File: config.mk
export PLATFORM = sky130hd
export DESIGN_NAME = grad_orient_quant
export DESIGN_NICKNAME = d
export VERILOG_FILES = /design/src/rtl/grad_oq_pkg.sv /design/src/rtl/grad_prep.sv /design/src/rtl/grad_bin.sv /design/src/rtl/grad_isqrt.sv /design/src/rtl/grad_orient_quant.sv
export SDC_FILE = /design/constraint.sdc
export NUM_CORES = 1
export LEC_CHECK = 0
export BUFFER_PORTS_ARGS = -buffer_cell sky130_fd_sc_hd__buf_2
export CAP_MARGIN = 20
export CELL_PAD_IN_SITES_DETAIL_PLACEMENT = 1
export CELL_PAD_IN_SITES_GLOBAL_PLACEMENT = 1
export CORE_MARGIN = 2
export CORE_UTILIZATION = 44
export CTS_CLUSTER_DIAMETER = 60
export CTS_CLUSTER_SIZE = 24
export DETAILED_ROUTE_END_ITERATION = 10
export MAX_ROUTING_LAYER = met4
export PLACE_DENSITY = 0.73
export SLEW_MARGIN = 20
export SYNTH_ARGS = -nofsm -noshare
export SYNTH_HDL_FRONTEND = slang
export SYNTH_SLANG_ARGS = --single-unit
File: constraint.sdc
create_clock -name clk -period 33.7 [get_ports clk]
set_input_delay 6.74 -clock clk [delete_from_list [all_inputs] [get_ports clk]]
set_output_delay 6.74 -clock clk [all_outputs]
set_load 0.01 [all_outputs]
File: src/rtl/grad_oq_pkg.sv
package grad_oq_pkg;
  // Scaled tangents of the bin edges, fixed point with FRAC_BITS fraction bits
  localparam int FRAC_BITS   = 10;
  localparam int TAN_STEEP   = 5148;
  localparam int TAN_UPPER   = 1533;
  localparam int TAN_MID     = 684;
  localparam int TAN_SHALLOW = 204;
  localparam int CONST_W     = 13;   // bits to hold the largest constant

  typedef logic [2:0] orient_t;
  localparam orient_t ORIENT_VERT = 3'd0;
  localparam orient_t ORIENT_FLAT = 3'd4;
endpackage

File: src/rtl/grad_prep.sv
module grad_prep #(
  parameter int DIFF_W = 9,
  localparam int SQ_W  = 2 * DIFF_W
) (
  input  logic signed [DIFF_W-1:0] dx,
  input  logic signed [DIFF_W-1:0] dy,
  output logic        [DIFF_W-1:0] abs_x,
  output logic        [DIFF_W-1:0] abs_y,
  output logic                     agree,
  output logic        [SQ_W-1:0]   sum_sq
);
  logic [SQ_W-1:0] sq_x, sq_y;

  // zero is treated as non-negative, so only the sign bits are compared
  assign agree = (dx[DIFF_W-1] == dy[DIFF_W-1]);
  assign abs_x = dx[DIFF_W-1] ? DIFF_W'(-dx) : DIFF_W'(dx);
  assign abs_y = dy[DIFF_W-1] ? DIFF_W'(-dy) : DIFF_W'(dy);

  assign sq_x   = SQ_W'(abs_x) * SQ_W'(abs_x);
  assign sq_y   = SQ_W'(abs_y) * SQ_W'(abs_y);
  assign sum_sq = sq_x + sq_y;
endmodule

File: src/rtl/grad_bin.sv
module grad_bin
  import grad_oq_pkg::*;
#(
  parameter int DIFF_W = 9,
  localparam int PROD_W = DIFF_W + CONST_W
) (
  input  logic [DIFF_W-1:0] abs_x,
  input  logic [DIFF_W-1:0] abs_y,
  input  logic              agree,
  output orient_t           label
);
  logic [PROD_W-1:0] lhs_y, rhs_steep, rhs_upper, rhs_mid, rhs_shallow;

  assign lhs_y       = PROD_W'(abs_y) << FRAC_BITS;
  assign rhs_steep   = PROD_W'(abs_x) * PROD_W'(TAN_STEEP);
  assign rhs_upper   = PROD_W'(abs_x) * PROD_W'(TAN_UPPER);
  assign rhs_mid     = PROD_W'(abs_x) * PROD_W'(TAN_MID);
  assign rhs_shallow = PROD_W'(abs_x) * PROD_W'(TAN_SHALLOW);

  always_comb begin
    if (abs_x == '0 && abs_y == '0)   label = ORIENT_FLAT;
    else if (rhs_steep   <= lhs_y)    label = ORIENT_VERT;
    else if (rhs_upper   <= lhs_y)    label = agree ? 3'd1 : 3'd7;
    else if (rhs_mid     <= lhs_y)    label = agree ? 3'd2 : 3'd6;
    else if (rhs_shallow <= lhs_y)    label = agree ? 3'd3 : 3'd5;
    else                              label = ORIENT_FLAT;
  end
endmodule

File: src/rtl/grad_isqrt.sv
module grad_isqrt #(
  parameter int ROOT_W = 9,
  localparam int RAD_W = 2 * ROOT_W,
  localparam int REM_W = ROOT_W + 3,
  localparam int CHK_W = RAD_W + 2
) (
  input  logic [RAD_W-1:0]  radicand,
  output logic [ROOT_W-1:0] root
);
  logic [REM_W-1:0]  rem_q  [ROOT_W+1];
  logic [ROOT_W-1:0] root_q [ROOT_W+1];

  assign rem_q[0]  = '0;
  assign root_q[0] = '0;

  // one result bit per step, two radicand bits consumed per step
  for (genvar s = 0; s < ROOT_W; s++) begin : g_step
    localparam int J = ROOT_W - 1 - s;
    logic [REM_W-1:0] shifted, trial;
    logic             fits;
    assign shifted = (rem_q[s] << 2) | REM_W'(radicand[2*J+1 -: 2]);
    assign trial   = REM_W'({root_q[s], 2'b01});
    assign fits    = (shifted >= trial);
    assign rem_q[s+1]  = fits ? (shifted - trial) : shifted;
    assign root_q[s+1] = {root_q[s][ROOT_W-2:0], fits};
  end

  assign root = root_q[ROOT_W];

  logic [CHK_W-1:0] lo_sq, hi_sq, rad_ext;
  assign rad_ext = CHK_W'(radicand);
  assign lo_sq   = CHK_W'(root) * CHK_W'(root);
  assign hi_sq   = (CHK_W'(root) + 1'b1) * (CHK_W'(root) + 1'b1);

  always_comb begin
    AST_SQRT_BRACKET: assert (lo_sq <= rad_ext && hi_sq > rad_ext &&
                              CHK_W'(rem_q[ROOT_W]) == rad_ext - lo_sq)
      else $error("root %0d does not bracket %0d", root, radicand);
  end
endmodule

File: src/rtl/grad_orient_quant.sv
module grad_orient_quant
  import grad_oq_pkg::*;
#(
  parameter int LUM_W = 8
) (
  input  logic                 clk,
  input  logic                 rst_n,
  input  logic                 in_valid,
  output logic                 in_ready,
  input  logic signed [LUM_W:0] in_dx,
  input  logic signed [LUM_W:0] in_dy,
  output logic                 out_valid,
  input  logic                 out_ready,
  output logic [2:0]           out_label,
  output logic [LUM_W:0]       out_mag
);
  localparam int DIFF_W  = LUM_W + 1;
  localparam int SQ_W    = 2 * DIFF_W;
  localparam int MAG_CAP = ((1 << LUM_W) * 1449) >> 10;  // ~ 2^LUM_W * sqrt(2)

  logic advance;
  assign advance  = !out_valid || out_ready;
  assign in_ready = advance;

  // stage 1: absolute values, sign agreement, sum of squares
  logic [DIFF_W-1:0] c_ax, c_ay;
  logic              c_agree;
  logic [SQ_W-1:0]   c_sq;

  grad_prep #(.DIFF_W(DIFF_W)) i_prep (
    .dx(in_dx), .dy(in_dy), .abs_x(c_ax), .abs_y(c_ay),
    .agree(c_agree), .sum_sq(c_sq)
  );

  logic              s1_vld;
  logic [DIFF_W-1:0] s1_ax, s1_ay;
  logic              s1_agree;
  logic [SQ_W-1:0]   s1_sq;

  always_ff @(posedge clk) begin
    if (!rst_n) begin
      s1_vld <= 1'b0;
    end else if (advance) begin
      s1_vld <= in_valid;
    end
  end

  always_ff @(posedge clk) begin
    if (advance && in_valid) begin
      s1_ax    <= c_ax;
      s1_ay    <= c_ay;
      s1_agree <= c_agree;
      s1_sq    <= c_sq;
    end
  end

  // stage 2: bin selection and square root
  orient_t           c_label;
  logic [DIFF_W-1:0] c_mag;

  grad_bin #(.DIFF_W(DIFF_W)) i_bin (
    .abs_x(s1_ax), .abs_y(s1_ay), .agree(s1_agree), .label(c_label)
  );

  grad_isqrt #(.ROOT_W(DIFF_W)) i_isqrt (
    .radicand(s1_sq), .root(c_mag)
  );

  always_ff @(posedge clk) begin
    if (!rst_n) begin
      out_valid <= 1'b0;
    end else if (advance) begin
      out_valid <= s1_vld;
    end
  end

  always_ff @(posedge clk) begin
    if (advance && s1_vld) begin
      out_label <= c_label;
      out_mag   <= c_mag;
    end
  end

  AST_HOLD_ON_STALL: assert property (@(posedge clk) disable iff (!rst_n)
    (out_valid && !out_ready) |=> (out_valid && $stable(out_label) && $stable(out_mag)));
  AST_BLOCK_ON_STALL: assert property (@(posedge clk) disable iff (!rst_n)
    (out_valid && !out_ready) |-> !in_ready);
  AST_TWO_EDGE_LATENCY: assert property (@(posedge clk) disable iff (!rst_n)
    (in_valid && in_ready) ##1 out_ready |=> out_valid);
  AST_MAG_LIMIT: assert property (@(posedge clk) disable iff (!rst_n)
    out_valid |-> (int'(out_mag) <= MAG_CAP));
  AST_ZERO_PAIR_FLAT: assert property (@(posedge clk) disable iff (!rst_n)
    (out_valid && out_mag == '0) |-> (out_label == ORIENT_FLAT));
endmodule

==> reports/results.tsv <==
metric	value	unit
grt.total_usage	25.9	%
utilization	47.1	%
ys_seq_area_share	10.1	%
post_drt_wl_per_cell	19.6	um
slew_headroom	29.4	%
min_path_cells	2	
cp-end-kind	flip-flop	
drtIter0Drc	556	
postCtsSetupBuffers	0	
grt_max_degree	38	
mostFrequentLayoutCells	inv_1 (341), ha_1 (280), fa_1 (171)	
area_growth	5.68	%
portBuffers	35	
slowest_stage	a2111oi_0	
start_kind	flip-flop	
hpwl	37.1	mm
grt_pass1_wl	70.1	mm
rows	67	
synth_cell_types	87	
r2r_slack	16.42	ns
synth_ff_type	edfxtp_1	
cts_tree	built	
overflow	0	
dr.pass1.iters	5	
final_common_cell	inv_1	
cpPeakStageDelay	0.89	ns
cts.path.max_buffers	2	
yosys_warnings	0	
postCtsHoldBufs	0	
clock-skew-final	0.0170	ns
grt_setup_unrepaired	no	
antenna_found_initial	0	
setup_viol	0	
fin_tns_setup	0	ns
path_class	reg -> reg	
die_x	188	um
cap_violations	0	
top_level_ports	36	
cts_resized	0	
fin_crit	17.28	ns
drive_gt1_share	5.11	%
core	0.0334	mm^2
r2r_start	s1_sq[14]	
syn_avg_cell_area	8.85	um^2
post-route-drc-count	0	
cts_sinks	51	
hold_class	reg -> reg	
min_to	out_valid	
routabilityCongestion	0.883	
initial_core_util	44.6	%
syn_area	0.0149	mm^2
grt_pass1_vias	13129	
cts_made_buffers	5	
worst-path-max-fanout	13	
ys_ff_latch	51	
nNetsFinal	2194	
critPathLaunch	s1_sq[14]	
critPathRequiredTime	33.78	ns
ctsRootBufferMaster	clkbuf_16	
r2r-end	out_mag[0]	
drt_wl_total	42.5	mm
ff2ff_path_depth	65	
synth_edf_count	49	
worst_pin_slew	1.03	ns
htree_num_levels	2	
slew_violations	0	
antenna_cells	0	
cp.arrival	17.36	ns
antenna_left	0	
die_h	188	um
outcome	complete, no violations	
clk_pin_slew_worst_paths	0.07	ns
hold_path.startpoint	s1_vld	
viasPerCell	5.47	
synth_cells	1685	
period_share	51.3	%
async_reset_ff_share	0	%
fmax	0.0579	GHz
final-hold-violation-count	0	
clk_latency	0.34	ns
vias	11867	
dieArea	0.0354	mm^2
==> metrics by stage <==
step           std cells  setup slack (ns)  instance area [um^2]  hold slack (ns)
2_1_floorplan       1693             19.60                 14900            0.443
3_3_place_gp        2162             17.52                 15600            0.459
3_5_place_dp        2162             16.69                 15600            0.490
4_1_cts             2170             16.64                 15800            0.502
5_1_grt             2170             14.98                 15800            0.527
6_report            2170             16.42                 15800            0.492
==> worst max-delay path: cells and delay by family (launching register included) <==
kind,cells,cell delay (ns)
adders and majority gates,8,2.90
DFF,1,0.56
buffers and inverters,9,1.71
muxes,2,0.76
AOI/OAI and AO/OA,18,4.97
and+or+nand+nor,26,5.89
xor gates and xnor gates,2,0.26
==> worst max-delay path by stage <==
stage	to	cells past startpoint
after global placement	out_mag[0]	63
final	out_mag[0]	65
after detailed placement	out_mag[0]	65
after CTS	out_mag[0]	65
after floorplan	out_mag[0]	68
after global routing	out_mag[0]	70
==> layer usage <==
metal | part of all wire [%] | global-route usage (%) | vias up
li1 | - | - | 5678
met1 | 46 | 33.9 | 5951
met2 | 48 | 43.2 | 189
met3 | 2.9 | 2.71 | 49
met4 | 2.3 | 6.12 | 0
met5 | 0 | - | -
==> sequential cells by signal, indices dropped and copies added, names as in the netlist <==
register and cells:
s1_ay 9, s1_ax 9, out_valid 1, s1_sq 18, s1_agree 1, s1_vld 1, out_label 3, out_mag 9
==> Yosys cell counts (6+ instances only) <==
| master | number | area, um^2 |
|---|---|---|
| a21o_1 | 24 | 180 |
| o21bai_1 | 32 | 240 |
| edfxtp_1 | 49 | 1470 |
| nand2_1 | 80 | 300 |
| nor2b_1 | 16 | 100 |
| nand4_1 | 17 | 106 |
| xor2_1 | 36 | 315 |
| nand3_1 | 22 | 110 |
| o31ai_1 | 9 | 67.6 |
| nor4_1 | 8 | 50.1 |
| a211oi_1 | 10 | 75.1 |
| mux2i_1 | 7 | 70.1 |
| o21a_1 | 11 | 82.6 |
| a31oi_1 | 6 | 37.5 |
| nand3b_1 | 6 | 45.0 |
| or2_2 | 7 | 43.8 |
| nand2b_1 | 19 | 119 |
| xnor2_1 | 81 | 709 |
| mux2_2 | 6 | 67.6 |
| clkbuf_1 | 7 | 26.3 |
| nor2_1 | 115 | 432 |
| ha_1 | 280 | 3500 |
| inv_1 | 341 | 1280 |
| and2_1 | 8 | 50.1 |
| a21oi_1 | 107 | 536 |
| fa_1 | 171 | 3420 |
| o21ai_0 | 56 | 280 |
| or2_1 | 6 | 37.5 |
| a211o_1 | 7 | 61.3 |
| nor3_1 | 29 | 145 |
==> cells by family after synthesis <==
family	share of synthesized area (%)
simple gates	12.4
other cells	0.0504
buf+inv	9.27
mux	0.923
flops	10.1
xor+xnor	6.87
compound gates	13.9
fa+ha+maj	46.5
==> cell type report <==
type | instances | area [um^2]
Inverter | 348 | 1310
Clock inverter | 3 | 22.5
Clock buffer | 5 | 125
Multi-Input combinational cell | 1279 | 12000
Fill cell | 3930 | 17700
Tap cell | 448 | 561
Timing Repair Buffer | 36 | 183
Sequential cell | 51 | 1510
Power is left out: the tool's default activity adds up to more than one toggle a clock period on the data nets, which glitch-free logic cannot reach.
